<file path="config.mk">
export PLATFORM = sky130hd
export DESIGN_NAME = sdma_engine
export DESIGN_NICKNAME = d
export VERILOG_FILES = /design/src/rtl/sdma_pkg.sv /design/src/rtl/sdma_regs.sv /design/src/rtl/sdma_blk_tracker.sv /design/src/rtl/sdma_mover.sv /design/src/rtl/sdma_engine.sv
export SDC_FILE = /design/constraint.sdc
export NUM_CORES = 1
export LEC_CHECK = 0
export BUFFER_PORTS_ARGS = -buffer_cell sky130_fd_sc_hd__buf_2
export CORE_MARGIN = 2
export CORE_UTILIZATION = 41
export DETAILED_ROUTE_END_ITERATION = 12
export PLACE_DENSITY = 0.63
export SYNTH_ARGS = -nofsm -noshare
export SYNTH_HDL_FRONTEND = slang
export SYNTH_SLANG_ARGS = --single-unit
</file>
<file path="constraint.sdc">
create_clock -name clk -period 4.4 [get_ports clk]
set_input_delay 1.32 -clock clk [delete_from_list [all_inputs] [get_ports clk]]
set_output_delay 1.32 -clock clk [all_outputs]
set_load 0.01 [all_outputs]
</file>
<file path="src/rtl/sdma_pkg.sv">
package sdma_pkg;

    localparam int ADDR_W = 32;
    localparam int BYTE_W = 8;

    typedef enum logic [2:0] {
        SEL_ADDR  = 3'd0,
        SEL_SIZE  = 3'd1,
        SEL_COUNT = 3'd2,
        SEL_MODE  = 3'd3,
        SEL_HOST  = 3'd4,
        SEL_INT   = 3'd5,
        SEL_ERR   = 3'd6
    } reg_sel_e;

    // bit positions firmware depends on
    localparam int MD_MULTI  = 5;
    localparam int MD_TO_MEM = 4;
    localparam int MD_ASTOP  = 2;
    localparam int MD_CNT_EN = 1;
    localparam int MD_DMA_EN = 0;
    localparam int IS_DONE   = 1;
    localparam int IS_HALT   = 3;
    localparam int IS_ERR    = 15;
    localparam int ES_DESC   = 9;

    typedef struct packed {
        logic [11:0] blk_size;
        logic [2:0]  bnd_code;
        logic        multi;
        logic        to_mem;
        logic        astop;
        logic        cnt_en;
        logic        dma_en;
        logic [1:0]  mode_sel;
    } cfg_t;

    typedef struct packed {
        logic done;
        logic halt;
        logic err_sum;
        logic desc_err;
    } sts_t;

    typedef struct packed {
        logic done;
        logic halt;
        logic desc_err;
    } evt_t;

    typedef enum logic [1:0] {
        MV_IDLE,
        MV_GET,
        MV_PUT,
        MV_HALT
    } mv_state_e;

    function automatic logic on_boundary(input logic [ADDR_W-1:0] a,
                                         input logic [2:0] code,
                                         input int base_log2);
        logic [ADDR_W-1:0] one;
        logic [ADDR_W-1:0] mask;
        one  = {{(ADDR_W-1){1'b0}}, 1'b1};
        mask = (one << (base_log2 + int'(code))) - one;
        return (a & mask) == '0;
    endfunction

endpackage

</file>
<file path="src/rtl/sdma_regs.sv">
module sdma_regs
    import sdma_pkg::*;
(
    input  logic        clk,
    input  logic        rst,
    input  logic        wr_en,
    input  logic [2:0]  wr_sel,
    input  logic [31:0] wr_data,
    input  evt_t        evt,
    output cfg_t        cfg,
    output sts_t        sts,
    output logic        addr_wr,
    output logic        cnt_wr
);
    reg_sel_e sel;
    logic hit_size, hit_mode, hit_host, hit_int, hit_err;

    always_comb begin
        sel      = reg_sel_e'(wr_sel);
        addr_wr  = wr_en && (sel == SEL_ADDR);
        cnt_wr   = wr_en && (sel == SEL_COUNT);
        hit_size = wr_en && (sel == SEL_SIZE);
        hit_mode = wr_en && (sel == SEL_MODE);
        hit_host = wr_en && (sel == SEL_HOST);
        hit_int  = wr_en && (sel == SEL_INT);
        hit_err  = wr_en && (sel == SEL_ERR);
    end

    always_ff @(posedge clk) begin
        if (rst) begin
            cfg <= '0;
        end else begin
            if (hit_size) begin
                cfg.blk_size <= wr_data[11:0];
                cfg.bnd_code <= wr_data[14:12];
            end
            if (hit_mode) begin
                cfg.multi  <= wr_data[MD_MULTI];
                cfg.to_mem <= wr_data[MD_TO_MEM];
                cfg.astop  <= wr_data[MD_ASTOP];
                cfg.cnt_en <= wr_data[MD_CNT_EN];
                cfg.dma_en <= wr_data[MD_DMA_EN];
            end
            if (hit_host) begin
                cfg.mode_sel <= wr_data[4:3];
            end
        end
    end

    // events win over a same-cycle clear
    always_ff @(posedge clk) begin
        if (rst) begin
            sts <= '0;
        end else begin
            sts.done     <= evt.done | (sts.done & ~(hit_int & wr_data[IS_DONE]));
            sts.halt     <= evt.halt | (sts.halt & ~(hit_int & wr_data[IS_HALT]));
            sts.err_sum  <= evt.desc_err | (sts.err_sum & ~(hit_int & wr_data[IS_ERR]));
            sts.desc_err <= evt.desc_err | (sts.desc_err & ~(hit_err & wr_data[ES_DESC]));
        end
    end

    p_done_flag_r8: assert property (@(posedge clk) disable iff (rst)
        evt.done |=> sts.done);
    p_desc_flags_r9: assert property (@(posedge clk) disable iff (rst)
        evt.desc_err |=> (sts.desc_err && sts.err_sum));
    p_w0_keeps_r10: assert property (@(posedge clk) disable iff (rst)
        (sts.done && !(hit_int && wr_data[IS_DONE])) |=> sts.done);

endmodule

</file>
<file path="src/rtl/sdma_blk_tracker.sv">
module sdma_blk_tracker #(
    parameter int CNT_W = 16
) (
    input  logic             clk,
    input  logic             rst,
    input  logic             load,
    input  logic             step,
    input  logic             cnt_wr,
    input  logic [CNT_W-1:0] cnt_wdata,
    input  logic [11:0]      blk_size,
    input  logic             multi,
    input  logic             cnt_en,
    output logic [CNT_W-1:0] blk_cnt,
    output logic             xfer_last
);
    localparam logic [CNT_W-1:0] CNT_ONE = {{(CNT_W-1){1'b0}}, 1'b1};

    logic [11:0] byte_cnt;
    logic [12:0] eff_size;
    logic [12:0] byte_nxt;
    logic        blk_end;
    logic        last_blk;

    always_comb begin
        // a size of zero stands for the largest block
        eff_size  = (blk_size == 12'd0) ? 13'd4096 : {1'b0, blk_size};
        byte_nxt  = {1'b0, byte_cnt} + 13'd1;
        blk_end   = step && (byte_nxt == eff_size);
        last_blk  = !multi || (cnt_en && (blk_cnt == CNT_ONE));
        xfer_last = blk_end && last_blk;
    end

    always_ff @(posedge clk) begin
        if (rst) begin
            byte_cnt <= '0;
        end else if (load) begin
            byte_cnt <= '0;
        end else if (step) begin
            byte_cnt <= blk_end ? 12'd0 : byte_nxt[11:0];
        end
    end

    always_ff @(posedge clk) begin
        if (rst) begin
            blk_cnt <= '0;
        end else if (cnt_wr) begin
            blk_cnt <= cnt_wdata;
        end else if (blk_end && cnt_en && (blk_cnt != '0)) begin
            blk_cnt <= blk_cnt - CNT_ONE;
        end
    end

    p_cnt_hold_r7: assert property (@(posedge clk) disable iff (rst)
        (!cnt_en && !cnt_wr) |=> $stable(blk_cnt));
    p_cnt_step_r7: assert property (@(posedge clk) disable iff (rst)
        (blk_end && cnt_en && !cnt_wr && (blk_cnt != '0)) |=> (blk_cnt == $past(blk_cnt) - CNT_ONE));

endmodule

</file>
<file path="src/rtl/sdma_mover.sv">
module sdma_mover
    import sdma_pkg::*;
#(
    parameter int BND_BASE_LOG2 = 12
) (
    input  logic              clk,
    input  logic              rst,
    input  cfg_t              cfg,
    input  logic              start,
    input  logic              addr_wr,
    input  logic [ADDR_W-1:0] addr_wdata,
    input  logic              xfer_last,
    output cfg_t              run,
    output logic              load,
    output logic              step,
    output logic              busy,
    output logic [ADDR_W-1:0] cur_addr,
    output evt_t              evt,
    input  logic              in_valid,
    input  logic [BYTE_W-1:0] in_data,
    output logic              in_ready,
    output logic              out_valid,
    output logic [BYTE_W-1:0] out_data,
    input  logic              out_ready,
    output logic              mem_req,
    output logic              mem_we,
    output logic [ADDR_W-1:0] mem_addr,
    output logic [BYTE_W-1:0] mem_wdata,
    input  logic [BYTE_W-1:0] mem_rdata,
    input  logic              mem_ack
);
    mv_state_e         state;
    logic [BYTE_W-1:0] byte_q;
    logic [ADDR_W-1:0] addr_nxt;
    logic              idle;

    always_comb begin
        idle      = (state == MV_IDLE);
        busy      = !idle;
        addr_nxt  = cur_addr + {{(ADDR_W-1){1'b0}}, 1'b1};
        step      = (state == MV_PUT) && (run.to_mem ? mem_ack : out_ready);
        load      = start && idle && (cfg.mode_sel == 2'b00) && cfg.dma_en;
        evt.done     = step && xfer_last;
        evt.halt     = step && !xfer_last && on_boundary(addr_nxt, run.bnd_code, BND_BASE_LOG2);
        evt.desc_err = start && idle && (cfg.mode_sel != 2'b00);

        in_ready  = (state == MV_GET) && run.to_mem;
        out_valid = (state == MV_PUT) && !run.to_mem;
        out_data  = byte_q;
        mem_req   = ((state == MV_GET) && !run.to_mem) || ((state == MV_PUT) && run.to_mem);
        mem_we    = (state == MV_PUT) && run.to_mem;
        mem_addr  = cur_addr;
        mem_wdata = byte_q;
    end

    always_ff @(posedge clk) begin
        if (rst) begin
            state    <= MV_IDLE;
            cur_addr <= '0;
            byte_q   <= '0;
            run      <= '0;
        end else begin
            unique case (state)
                MV_IDLE: begin
                    if (addr_wr) cur_addr <= addr_wdata;
                    if (load) begin
                        run   <= cfg;
                        state <= MV_GET;
                    end
                end
                MV_GET: begin
                    if (run.to_mem) begin
                        if (in_valid) begin
                            byte_q <= in_data;
                            state  <= MV_PUT;
                        end
                    end else if (mem_ack) begin
                        byte_q <= mem_rdata;
                        state  <= MV_PUT;
                    end
                end
                MV_PUT: begin
                    if (step) begin
                        cur_addr <= addr_nxt;
                        if (evt.done)      state <= MV_IDLE;
                        else if (evt.halt) state <= MV_HALT;
                        else               state <= MV_GET;
                    end
                end
                MV_HALT: begin
                    if (addr_wr) begin
                        cur_addr <= addr_wdata;
                        state    <= MV_GET;
                    end
                end
                default: state <= MV_IDLE;
            endcase
        end
    end

    p_req_hold_r12: assert property (@(posedge clk) disable iff (rst)
        (mem_req && !mem_ack) |=> (mem_req && $stable(mem_addr) && $stable(mem_we) && $stable(mem_wdata)));
    p_halt_frozen_r6: assert property (@(posedge clk) disable iff (rst)
        (state == MV_HALT && !addr_wr) |=> $stable(cur_addr));
    p_desc_stays_idle_r9: assert property (@(posedge clk) disable iff (rst)
        evt.desc_err |=> (state == MV_IDLE));
    p_run_addr_fixed_r11: assert property (@(posedge clk) disable iff (rst)
        (state == MV_GET) |=> (cur_addr == $past(cur_addr)));

endmodule

</file>
<file path="src/rtl/sdma_engine.sv">
module sdma_engine
    import sdma_pkg::*;
#(
    parameter int CNT_W         = 16,
    parameter int BND_BASE_LOG2 = 12
) (
    input  logic        clk,
    input  logic        rst,
    input  logic        reg_wr_en,
    input  logic [2:0]  reg_wr_sel,
    input  logic [31:0] reg_wr_data,
    input  logic [2:0]  reg_rd_sel,
    output logic [31:0] reg_rd_data,
    input  logic        xfer_start,
    input  logic        in_valid,
    input  logic [7:0]  in_data,
    output logic        in_ready,
    output logic        out_valid,
    output logic [7:0]  out_data,
    input  logic        out_ready,
    output logic        mem_req,
    output logic        mem_we,
    output logic [31:0] mem_addr,
    output logic [7:0]  mem_wdata,
    input  logic [7:0]  mem_rdata,
    input  logic        mem_ack,
    output logic        irq
);
    cfg_t             cfg;
    cfg_t             run;
    sts_t             sts;
    evt_t             evt;
    logic             addr_wr, cnt_wr_raw, cnt_wr;
    logic             load, step, busy, xfer_last;
    logic [31:0]      cur_addr;
    logic [CNT_W-1:0] blk_cnt;

    sdma_regs u_regs (
        .clk     (clk),
        .rst     (rst),
        .wr_en   (reg_wr_en),
        .wr_sel  (reg_wr_sel),
        .wr_data (reg_wr_data),
        .evt     (evt),
        .cfg     (cfg),
        .sts     (sts),
        .addr_wr (addr_wr),
        .cnt_wr  (cnt_wr_raw)
    );

    assign cnt_wr = cnt_wr_raw && !busy;

    sdma_blk_tracker #(.CNT_W(CNT_W)) u_trk (
        .clk       (clk),
        .rst       (rst),
        .load      (load),
        .step      (step),
        .cnt_wr    (cnt_wr),
        .cnt_wdata (reg_wr_data[CNT_W-1:0]),
        .blk_size  (run.blk_size),
        .multi     (run.multi),
        .cnt_en    (run.cnt_en),
        .blk_cnt   (blk_cnt),
        .xfer_last (xfer_last)
    );

    sdma_mover #(.BND_BASE_LOG2(BND_BASE_LOG2)) u_mov (
        .clk        (clk),
        .rst        (rst),
        .cfg        (cfg),
        .start      (xfer_start),
        .addr_wr    (addr_wr),
        .addr_wdata (reg_wr_data),
        .xfer_last  (xfer_last),
        .run        (run),
        .load       (load),
        .step       (step),
        .busy       (busy),
        .cur_addr   (cur_addr),
        .evt        (evt),
        .in_valid   (in_valid),
        .in_data    (in_data),
        .in_ready   (in_ready),
        .out_valid  (out_valid),
        .out_data   (out_data),
        .out_ready  (out_ready),
        .mem_req    (mem_req),
        .mem_we     (mem_we),
        .mem_addr   (mem_addr),
        .mem_wdata  (mem_wdata),
        .mem_rdata  (mem_rdata),
        .mem_ack    (mem_ack)
    );

    always_comb begin
        reg_rd_data = '0;
        unique case (reg_sel_e'(reg_rd_sel))
            SEL_ADDR:  reg_rd_data = cur_addr;
            SEL_SIZE:  reg_rd_data = {17'd0, cfg.bnd_code, cfg.blk_size};
            SEL_COUNT: reg_rd_data = {{(32-CNT_W){1'b0}}, blk_cnt};
            SEL_MODE: begin
                reg_rd_data[MD_MULTI]  = cfg.multi;
                reg_rd_data[MD_TO_MEM] = cfg.to_mem;
                reg_rd_data[MD_ASTOP]  = cfg.astop;
                reg_rd_data[MD_CNT_EN] = cfg.cnt_en;
                reg_rd_data[MD_DMA_EN] = cfg.dma_en;
            end
            SEL_HOST:  reg_rd_data[4:3] = cfg.mode_sel;
            SEL_INT: begin
                reg_rd_data[IS_DONE] = sts.done;
                reg_rd_data[IS_HALT] = sts.halt;
                reg_rd_data[IS_ERR]  = sts.err_sum;
            end
            SEL_ERR:   reg_rd_data[ES_DESC] = sts.desc_err;
            default:   reg_rd_data = '0;
        endcase
        irq = |sts;
    end

    p_halt_flag_r5: assert property (@(posedge clk) disable iff (rst)
        evt.halt |=> sts.halt);
    p_one_stream_r3: assert property (@(posedge clk) disable iff (rst)
        !(in_ready && out_valid));

endmodule

</file>
# == Word-level counts from Yosys, hierarchy flattened ==
# Cells that the tools add are included.
# classes
add_sub_neg,5
n_mul,0
div,0
order_cmp,0
eq_ne,24
shifts,1
mux,31
bitwise,17
n_reduce_logical,48
# op_table
cell,n
two-way mux 32 bit,2
one-hot mux 32 bit (2 select lines),1
two-way mux 16 bit,3
"adder 32 x 1 -> 32 bit, second input constant",1
bitwise AND 32 bit,1
zero test 32 bit,1
"<< shifter 1 x 32 -> 32 bit, first input constant",1
"subtractor 32 x 1 -> 32 bit, second input constant",1
logical AND 1 bit,25
two-way mux 8 bit,3
"== test 3 bit, second input constant",6
"== test 16 x 1 -> 1 bit, second input constant",1
two-way mux 2 bit,8
one-hot mux 1 bit (4 select lines),4
nonzero test 16 bit,1
"subtractor 16 x 1 -> 16 bit, second input constant",1
one-hot mux 1 bit (5 select lines),3
one-hot mux 5 bit (3 select lines),1
"adder 12 x 1 -> 13 bit, second input constant",1
== test 13 bit,1
two-way mux 13 bit,1
"== test 3 x 2 -> 1 bit, second input constant",4
zero test 12 bit,1
two-way mux 12 bit,1
other kinds (25),53
# word_totals
regBits,114
latchBits,0
ram_bits,0
romBits,0
input_bits,61
output_inout_bits,85
wordCells,148
n_memories,0

# == Depth between registers and ports, before layout ==
# Gate-level depths: netlist of run 1.
# logic_depth
ltp_word,12
mapped_depth,11
ltp_nobuf,10

# == Modules after synthesis ==
# Synthesis of run 1 repeated with hierarchy kept, for this count alone.
# hier_totals
cells_unflattened,1024
hier_area_um2,8320.5
# by_module_without_submodules
mod,instances,cells_per_inst,area_per_inst_um2,seq_area_each_um2
sdma_mover,1,548,4078.9,1281.2
sdma_blk_tracker,1,273,2422.3,560.5
sdma_regs,1,110,1148.6,520.5
sdma_engine,1,93,670.6,0.0

# == Worst setup path before layout of run 1 ==
# OpenSTA, ideal clock, no wires.
# synth_timing
kind,input to output
startpoint,input port reg_rd_sel[0]
endpoint,output port reg_rd_data[10]
arrival_ps,2630
required_ps,3080
slack_ps,450
cell_stages,6
path_cell_list,buf_1 > buf_1 > mux2i_1 > nor2_1 > a21oi_1 > nor2_1
# synth_between
elab_chain_len,2
# synth_rtl
element,line_no,rtl
from (decl),sdma_engine.sv:12,"input logic [2:0] reg_rd_sel,"
"== test 3 x 2 -> 1 bit, or another cell as far along",sdma_engine.sv:97,unique case (reg_sel_e'(reg_rd_sel))
one-hot mux 5 bit (3 select lines) *,sdma_engine.sv:97,
to (decl),sdma_engine.sv:13,"output logic [31:0] reg_rd_data,"
# Mark *: on every way between the ends. The rest lies on a longest branch, timed or not.

# == Worst setup path after layout of run 1 ==
# layout_timing
startpoint,input port reg_rd_sel[0]
endpoint,output port reg_rd_data[9]
# layout_between
elab_chain_len,2
# layout_rtl
element,line_no
"== test 3 bit, or another cell as far along",sdma_engine.sv:97
one-hot mux 1 bit (4 select lines) *,sdma_engine.sv:97
# Marked as above.

==> out/summary.md, run 1 <==
The site row count was 48; the placed instance area was 8110 um2. The height of the die is 138 um. The number of clock buffers added by TritonCTS is 17. The transition time of the tightest slew-check pin came out at 0.968 ns.

The flip-flop cell with the highest count after synthesis is dfxtp_1. From left edge to right edge, the die measures 138 um. The net switching fraction of the power is 0.274, and the worst clock skew is 0.00946 ns.

The repair_antennas step left the layout with diodes totalling 0. The tools report the count of endpoints failing setup in the final report as 0. In this run the power spent charging and discharging nets is 0.000888 W. Each instance of the synthesized netlist takes up on average 7.41 um2. The ratio of cells with drive above 1 in the final layout was 0.205; the buffer count from post-CTS setup fixing was 0.

For this design, the CTS-stage hold fixing added 0 buffers. The biggest fanout along the worst timing path was 14. The die covers 19000 um2. Number of slew-limit violations in the final report: 0. The tools report the sequential share of power as 0.362. Detailed routing inserted a total of 7459 vias. Power spread over the standard cell area amounts to 369 nW/um2. The run gives 1159 as the post-layout net count. The logs give 0 for the final count of hold timing violations and 6465 for the number of global-route vias before repair.

The setup slack on the worst flop-to-flop path is 1.02 ns. Most frequent standard cell in the layout excluding fill and tap cells: nand2_1. Compared with the post-synthesis result, the final layout area differs by 19.6%. The biggest area contributor in the post-synthesis netlist is dfxtp_1. In this run the critical register-to-register path is captured at u_mov.state[1]. The logs give 0.43 ns for the later-pin clock latency in the skew report and 3.08 ns for the required time reported for the critical path endpoint.

CTS saw 114 sinks. The fraction of the core area covered by cells at the end of the flow came out at 0.504. The worst hold path terminates at u_regs.cfg[9].

Max-cap violations in this run came to 0. The clock group share of total power was 0.488. The depth of the worst register-to-register path is 9.

The logs give 0 for the remaining design rule violation count and 23400 um for the overall routed net length. Static timing analysis puts the maximum clock frequency at 251 MHz. The fraction of post-synthesis cell area in the top cell type by area is 0.311.

Buffer cell driving the clock tree root: clkbuf_16. The min-delay analysis places its worst path in the category flop to flop. Yosys mapped a number of flops with a built-in enable equal to 0. The relative slew slack was 0.355; the sum of negative setup slack was 0 ns. The sequential share of the synthesized area was 0.311; the flop and latch count out of synthesis was 114. The sort of element at the start of the critical path is an input port. After synthesis the cells add up to 7340 um2. After legalization and detailed placement, the total HPWL measured 16800 um.

The finished cells cover 8780 um2. TritonCTS built the clock tree. The number of gates resized after CTS was 0; the number of DRC markers after the initial detailed-route iteration was 671. The completed layout was analyzed and its total power is 0.00324 W. 146 I/O pins were placed. Core outline area: 17400 um2.

The largest net degree at the start of global routing was 63; the all-layer global routing usage was 0.247. Across the VDD grid, the largest voltage drop is 0.279 mV. The logs give 1060 for the net count after synthesis and 71 for the number of unique standard cell types used by synthesis. The congestion estimate from routability-driven global placement came to 0.931.

The routed design could run at a clock period as short as 3.98 ns. The part of the cycle the worst path needs is 0.904. The kind of capture point of the worst setup path was an output port. The first-pass GRT wire length came out at 36000 um. The cell-internal power came out at 0.00235 W.

Setup repair after global routing left no endpoint under its margin. STA puts the critical path data arrival time at 2.66 ns. The total congestion overflow came out at 0. Proportion of power drawn by combinational gates: 0.150.

During synthesis, Yosys emitted a total of 0 warnings. After clock tree synthesis, the clock-pin slew on the worst setup and hold paths is 0.05 ns. Summed over all cells, the static leakage comes to 3.35 nW. Yosys attributes the largest share of cell area to dfxtp_1 31%, nand2_1 7.5%, a21oi_1 7.1%, nor2_1 5.7%, mux2i_1 4.2%.

The initial cell density of the core came out at 0.421. The startpoint identified for the worst hold timing path is u_regs.cfg[9]. For the remaining antenna violation count, the log shows 0. In this run the critical register-to-register path is launched from u_mov.cur_addr[1]. The number of levels the H-tree was split into was 4. The cell count after synthesis came out at 990. The average via count per standard cell is 5.62. The run finished with clean final reports. The number of buffer cells added on primary ports came out at 145.

The longest clock path from root to sink contains 2 buffers. The initial antenna violation count came out at 0. The worst hold path was traced through 2 stages. Share of synthesized flip-flops with an asynchronous set or reset: 0.

After detailed routing, the average wire length per cell comes to 17.7 um. In the layout the commonest cells are 146 x nand2_1, 144 x buf_2, 114 x dfxtp_1, 111 x nor2_1, 103 x a21oi_1. The tools report the number of search-and-repair iterations in the first detailed-routing pass as 5. The type of the worst setup path was input port to output port.
cells in the mapped netlist (all sizes together), types with 11 or more instances:
cell type	n
nor4	16
dfxtp	114
nor3	31
a21oi	104
a211oi	22
xnor2	28
inv	23
o21ai	45
nor2b	11
or3	15
nor2	113
buf	22
nand3	37
o22ai	19
clkbuf	57
nand4	20
and2	20
nand2	147
mux2i	31
sequential cells by signal, summed over array words and instances, names as in the netlist:
register / count
u_mov.mem_wdata: 8
u_regs.sts: 4
u_mov.cur_addr: 32
u_mov.state: 2
u_regs.cfg: 22
u_trk.byte_cnt: 12
u_mov.run: 18
u_trk.blk_cnt: 16
stage by stage:
| stage | hold WS, ns | std cells | setup WS, ns |
|---|---|---|---|
| global route | 0.487 | 1327 | 0.182 |
| CTS | 0.473 | 1327 | 0.430 |
| detailed placement | 0.462 | 1295 | 0.408 |
| global placement | 0.457 | 1295 | 0.459 |
| floorplan | 0.437 | 990 | 0.450 |
| finish | 0.476 | 1327 | 0.423 |
power by group through the flow:
stage	clock (W)	combinational (W)	sequential, W
after floorplan	0	0.000340	0.00116
after global placement	0	0.000479	0.00119
after detailed placement	0	0.000484	0.00119
after CTS	0.00160	0.000486	0.00117
after global routing	0.00165	0.000540	0.00118
final	0.00158	0.000484	0.00117
kinds of logic after synthesis:
logic type / synth area share
flip-flops: 0.311
adder cells (fa/ha/maj): 0.0153
AO/OA/AOI/OAI: 0.191
XOR/XNOR: 0.0430
multiplexers: 0.0637
buffers and inverters: 0.0603
AND/OR/NAND/NOR: 0.315
final cells by class:
class	instances	area (um2)
fill	1757	8630
timing repair buffer	159	833
inverter	24	90.1
tap	225	282
clock inverter	8	171
sequential	114	2280
multi-input combinational	773	4620
clock buffer	24	502
worst max-delay path by stage:
| stage | startpoint | end | slack [ns] |
|---|---|---|---|
| floorplan | reg_rd_sel[0] | reg_rd_data[10] | 0.45 |
| global placement | reg_rd_sel[0] | reg_rd_data[9] | 0.46 |
| detailed placement | reg_rd_sel[0] | reg_rd_data[9] | 0.41 |
| CTS | reg_rd_sel[0] | reg_rd_data[9] | 0.43 |
| global route | reg_rd_sel[0] | reg_rd_data[9] | 0.18 |
| finish | reg_rd_sel[0] | reg_rd_data[9] | 0.42 |
critical path, cell delays in order:
cell and delay (ns):
buf_2 0.24, nor2b_1 0.63, a21oi_1 0.14, o21ai_0 0.16
buf_2 0.15
metal layers:
layer	up-vias	wire length, um	share of wire	track usage
met4	0	706	0.030	0.0992
li1	3703	-	-	-
met5	-	0	0	0
met1	3422	10600	0.45	0.348
met3	43	1700	0.072	0.0460
met2	291	10500	0.45	0.371
Power figures use the tool's default switching activity.
==> inputs of run 2 (changes only) <==
Settings changed: SYNTH_HIERARCHICAL set to 1.
==> run 2 against run 1 <==
Compared with the run above: wire length grew 2.7%; final cell count grew 2.4%; critical path depth is the same; hold slack lost 0.019 ns; global-route usage shrank 2.4 points; via count grew 1.6%; combinational power grew 22%; design area grew 6.1%; sequential share of layout area shrank 1.5 points; total power shrank 2.9%; synthesized cell count grew 2.3%.
==> out/summary.md, run 2 <==
Leaving out fill and tap cells, the most frequent cells in the layout are 144 x buf_2, 114 x dfxtp_1, 103 x nand2_1, 73 x nor2_1, 69 x a21oi_1. Clock-pin slew was measured on the worst setup and hold paths at 0.05 ns. The most frequent standard cell in the layout excluding fill and tap cells was buf_2. The die covers 21200 um2. For this block, the via count after detailed routing is 7577. The part of the cycle the worst path needs is 0.921. The kind of capture point of the worst setup path is an output port. The tools report the endpoint of the lowest-slack register-to-register path as u_regs/sts[2]. The I/O pin count came out at 146.

The sort of element at the start of the critical path is an input port. The number of clock buffers added by TritonCTS is 17. Buffer cell driving the clock tree root: clkbuf_16. For this design, the CTS-stage hold fixing added 0 buffers. The minimum period implied by the final worst setup slack was 4.05 ns. During synthesis, Yosys emitted a total of 6 warnings. The placed wire-length estimate is 17000 um. The largest registers in the layout are u_mov/cur_addr: 32 flops, u_regs/cfg: 22 flops, u_mov/run: 18 flops. The post-layout net count was 1152; the required time reported for the critical path endpoint was 3.08 ns. The floorplan step defined a core boundary enclosing 19500 um2. The routed design has 24100 um of wire.

The site row count is 51, and the initial cell density of the core is 0.420. The maximum number of buffers from clock root to sink was 2. For the fraction of the core area covered by cells at the end of the flow, the log shows 0.477.

Post-CTS timing repair inserted 0 buffers for setup. Measured along the x axis, the die boundary spans 145 um. The sum of buffers and inverters on the critical path is 2, and the transition time of the tightest slew-check pin is 1.11 ns.

The synthesis-to-finish area growth was 13.6%; the number of global-route vias before repair was 6979. For this design, the sink count on the clock tree is 114. For this design, the slowest cell found on the critical path is buf_2.

The logs give 0.42 ns for the later-pin clock latency in the skew report and 4 for the number of levels the H-tree was split into. The largest single stage delay on the critical path is 0.46 ns. The weighted congestion at the end of routability-driven global placement was 0.870; the number of buffer cells added on primary ports was 145. The cell count along the critical path came out at 5.

Measured in cells, the most critical reg-to-reg path has a length of 15. TritonCTS built the clock tree. Grouping stages by cell kind, the critical path spends the most delay in buffers and inverters. Remaining design rule violation count: 0.

After detailed placement, the design holds a cell count of 1328. Dividing the synthesized area by the synthesized cell count gives 8.10 um2. In the final routed layout, each cell accounts on average for 17.7 um. The worst clock skew is 0.00776 ns, and the worst path arrival time is 2.73 ns. The critical path is of the input port to output port type.

Setup repair after global routing left no endpoint under its margin. The flip-flop count of the largest register after layout works out to 32. Traced cell by cell, the critical path runs through buf_2 > nor2b_1 > a22oi_1 > o21ai_0 > buf_2.

The largest net degree at the start of global routing was 59. The path with the worst hold slack has its endpoint at u_mov/run[6]. The tools report the all-layer global routing usage as 0.223. The layout has 1955 filler cells.

Post-CTS repair changed the size of 0 cells. The cell repeated most along the worst path was buf_2. Adding up every negative setup slack in the final design gives 0 ns.

Static timing analysis puts the maximum clock frequency at 247 MHz. Net count after synthesis: 1083. The first-pass GRT wire length came out at 38200 um. In this run the worst path has a maximum fanout of 23. For flop-to-flop paths, the worst setup slack is 1.00 ns. Worst supply voltage drop on vdd: 0.216 mV.

The detailed router finished its first iteration with 581 violations. For this design the ratio of total power to cell area is 338 nW/um2. After technology mapping, the gate count stands at 1013. In this run the critical register-to-register path is launched from u_trk/byte_cnt[0]. Max-cap violations in this run came to 0.

For the initial antenna violation count, the log shows 0. The number of search-and-repair iterations in the first detailed-routing pass came out at 5. The final count of hold timing violations is 0. The run gives 0.263 as the relative slew slack.

The floorplan step set the die height to 145 um. The mapped netlist covers 8210 um2. The path class of the tightest hold or removal check is flop to flop. Setup violations remaining at the end of the flow were counted as 0. The worst hold path begins at u_mov/run[6].

The flow ran to the end, and the final reports show no timing, DRC or antenna violations. After detailed routing, the number of vias per cell comes to 5.58. The number of cells on the worst hold path works out to 2. Number of slew-limit violations in the final report: 0. The ratio of cells with drive above 1 in the final layout was 0.214; the final cell count without fillers was 1359. Global routing finished with a remaining overflow of 0.

Counting flops per register, the top entry is u_mov/cur_addr. The leakage power summed over all cells is 3.52 nW. Remaining antenna violation count: 0.
[run 2: cell count changes in the layout (fill, tap and decap cells not counted), moves of 10 or more]
cell      delta
nand2_1     -43
nor2_1      -38
a21oi_1     -34
nand2b_1    +34
mux2i_1     +19
nor2b_1     +13
o22ai_1     -11
nand3_1     -10
[run 2: per-layer routing]
metal  vias up  routed length (um)  track usage
met5         -                   0            0
met4         0                 403       0.0740
met3        25                1340       0.0417
met2       240               11800        0.376
met1      3567               10500        0.288
li1       3745                   -            -
[run 2: worst register-to-register path: stages (launching register included)]
cell and delay, ns:
dfxtp_1 0.45, ha_1 0.32, nand3_4 0.17, or2_1 0.32, o22ai_1 0.23, nand4_2 0.11
buf_4 0.25, a211oi_1 0.34, a21boi_0 0.33, inv_1 0.12, o2111ai_1 0.11, a211oi_1 0.07
and4_1 0.16, and2_1 0.16, nor2_1 0.09, a311oi_1 0.05
[run 2: final cells by class]
cell class,instances,area [um2],area share
Antenna cell,1,2.50,0.000269
Clock buffer,24,482,0.0517
Clock inverter,6,80.1,0.00859
Inverter,26,97.6,0.0105
Multi-Input combinational cell,758,5160,0.554
Sequential cell,114,2280,0.245
Tap cell,265,332,0.0356
Timing Repair Buffer,165,878,0.0943
[run 2: how the worst max path moves through the flow]
stage                        from         endpoint
finish              reg_rd_sel[1]   reg_rd_data[3]
global route        reg_rd_sel[1]   reg_rd_data[3]
CTS                 reg_rd_sel[1]   reg_rd_data[3]
detailed placement  reg_rd_sel[1]   reg_rd_data[3]
global placement    reg_rd_sel[1]   reg_rd_data[3]
floorplan           reg_rd_sel[0]  reg_rd_data[12]
[run 2: power by group]
group          switching, W  leakage, nW  internal (W)  total [W]
clock              0.000471        0.280      0.000867    0.00134
combinational      0.000351         2.32      0.000240   0.000590
sequential         0.000122        0.924       0.00110    0.00122
total              0.000943         3.52       0.00220    0.00315
[run 2: metrics by stage]
step                      instance area, um2  worst slack, ns  hold slack [ns]  total power, W
after CTS                               9320            0.391            0.461         0.00317
after global routing                    9320            0.300            0.473         0.00328
after global placement                  8750            0.413            0.446         0.00181
after floorplan                         8210            0.868            0.434         0.00167
after detailed placement                8750            0.388            0.455         0.00182
final                                   9320            0.348            0.456         0.00315
==> inputs of run 3 (changes only) <==
Settings changed: CORE_ASPECT_RATIO set to 0.8.
==> run 3 against run 2 <==
Compared with the run above: final cell count up 0.37%; clock power increased by 15%; critical path type unchanged; register-to-register slack got worse by 0.02 ns; fmax grew 1.7%; non-clock buffer count grew 4.
==> out/summary.md, run 3 (same netlist as run 2, synthesis figures left out) <==
The flow ran to the end, and the final reports show no timing, DRC or antenna violations. The die is 162 um wide. Worst-case hold path end point: u_mov/run[6].

The ratio of cells with drive above 1 in the final layout was 0.222; the register cell area after layout was 2280 um2. At the pin with the least slew margin, the transition time is 0.927 ns. Leaving out fill and tap cells, the most frequent cell in the layout is buf_2. Buffers inserted to repair hold after CTS numbered 0. In this run the power density over the cells is 356 nW/um2.

At the worst endpoint, the required time is 3.08 ns. The detail route stage leaves a number of antenna-violating nets equal to 0. The logs give 55 for the largest net degree at the start of global routing and 0 for the final count of hold timing violations. The analysis attributes to cell leakage a power of 3.57 nW. The tools report the later-pin clock latency in the skew report as 0.43 ns. The type of the tightest min-delay check was flop to flop.

Worst path arrival time: 2.66 ns. The tools report the initial cell density of the core as 0.416. The sink count of the clock tree was 114. The worst hold path passes through 2 cells.

The tool flagged a number of max-cap violations equal to 0. Counting the buffers created by CTS gives 17. The logs give 251 MHz for the highest attainable clock frequency and 24000 um for the overall routed net length. The I/O pin count is 146, and the per-cell routed wire length is 17.6 um. For the finished layout, the period the worst path requires is 3.98 ns. The first detailed-routing pass took 6 iterations. Sort of element at the start of the critical path: an input port. Number of slew-limit violations in the final report: 0. The logs give 2 for the maximum number of buffers from clock root to sink and 5160 um2 for the multi-input gate area in the final layout. On the final layout, the worst hold slack is 0.464 ns. Setup slack on the worst reg-to-reg path comes out at 0.98 ns. Relative to the synthesized area, the layout overhead comes to 15.0%.

Post-CTS timing repair inserted 0 buffers for setup. VDD sags by at most 0.202 mV. The worst register-to-register path begins at u_trk/byte_cnt[2]. The logs give 7691 for the total vias in the final route and 0.0121 ns for the worst clock skew. The placed wire-length estimate was 17300 um; the number of buffer cells added on primary ports was 145.

The critical path starts at reg_rd_sel[1]. The kind of capture point of the worst setup path is an output port. In the routed layout, each cell is associated on average with a via count of 5.64. The tools report the number of global-route vias before repair as 6480. Leaving out fill and tap cells, the most frequent cells in the layout are 144 x buf_2, 114 x dfxtp_1, 103 x nand2_1, 73 x nor2_1, 69 x a21oi_1.

The weighted congestion at the end of routability-driven global placement is 0.898. In the final layout, the registers with the most flip-flops are u_mov/cur_addr: 32 flops, u_regs/cfg: 22 flops, u_mov/run: 18 flops. For the floorplan die area, the log shows 21200 um2. The floorplan has 46 rows.

After detailed routing, the number of remaining DRC violations is 0. The relative slew slack is 0.381. After routing, the total negative slack on setup checks comes to 0 ns. The critical path is of the input port to output port type. The all-layer global routing usage is 0.223, and the clock transition at the register clock pins on the worst setup and hold paths after CTS is 0.05 ns.

Largest register by flop count: u_mov/cur_addr. Setup repair after global routing left no endpoint under its margin. Counting the fill cells in the layout gives 1930.

In this run, post-CTS repair resized a total of 0 instances. The hold path startpoint was u_mov/run[6]. The buffer cell driving the clock tree root was clkbuf_16.

The initial antenna violation count is 0, and the height of the die is 131 um. TritonCTS built the clock tree. In this run the standard cell core region covers 19700 um2. The worst register-to-register path ends at u_regs/sts[2]. Setup violations remaining at the end of the flow were counted as 0. The first global-routing pass estimated 36900 um of wire.

The part of the cycle the worst path needs was 0.906; the number of DRC markers after the initial detailed-route iteration was 722. Summed over all layers, the global routing overflow is 0. The register with the most flip-flops in the layout has 32 of them.

In this run the worst path has a maximum fanout of 23. The number of levels the H-tree was split into is 4, and the post-layout net count is 1156. For the worst flop-to-flop path, the logic depth is 14.
run 3: cell count changes in the layout (fill, tap and decap cells not counted):
cell,change
clkinv_4,+1
buf_4,+4
clkinvlp_4,+3
clkbuf_8,-2
bufinv_16,+3
inv_6,+1
clkbuf_1,-4
run 3: critical path, cell delays in order:
cell and delay [ns]:
buf_2 0.48, mux2i_1 0.16, o31ai_1 0.46, buf_2 0.23
run 3: cell type report:
class	instances	area share
antenna	1	0.000265
multi-input combinational	758	0.547
tap	264	0.0350
clock inverter	14	0.0223
inverter	26	0.0103
sequential	114	0.242
clock buffer	18	0.0466
timing repair buffer	169	0.0963
run 3: power breakdown:
group / internal (W) / leakage (nW) / switching (W)
clock network: 0.00102 / 0.312 / 0.000525
logic: 0.000242 / 2.34 / 0.000359
registers: 0.00109 / 0.924 / 0.000119
total: 0.00235 / 3.57 / 0.00100
run 3: worst max path at each step:
stage / to / slack, ns / depth (start not counted)
CTS: reg_rd_data[3] / 0.45 / 5
finish: reg_rd_data[15] / 0.42 / 4
global placement: reg_rd_data[5] / 0.49 / 4
floorplan: reg_rd_data[12] / 0.87 / 5
global route: reg_rd_data[10] / 0.32 / 6
detailed placement: reg_rd_data[3] / 0.45 / 5
run 3: layer usage:
layer | part of all wire | track usage | vias to the layer above | wire [um]
met5 | 0 | 0 | - | 0
met4 | 0.013 | 0.0651 | 0 | 306
met3 | 0.081 | 0.0455 | 27 | 1960
met2 | 0.40 | 0.310 | 316 | 9730
met1 | 0.50 | 0.342 | 3600 | 12000
li1 | - | - | 3748 | -
run 3: metrics by stage:
step	setup WS, ns	total power, W	util	std cells	instance area (um2)
2_1_floorplan	0.868	0.00167	-	1013	8210
3_3_place_gp	0.492	0.00182	0.445	1331	8780
3_5_place_dp	0.446	0.00182	0.445	1331	8780
4_1_cts	0.454	0.00336	0.478	1363	9430
5_1_grt	0.316	0.00349	0.478	1363	9430
6_report	0.415	0.00336	0.478	1364	9430
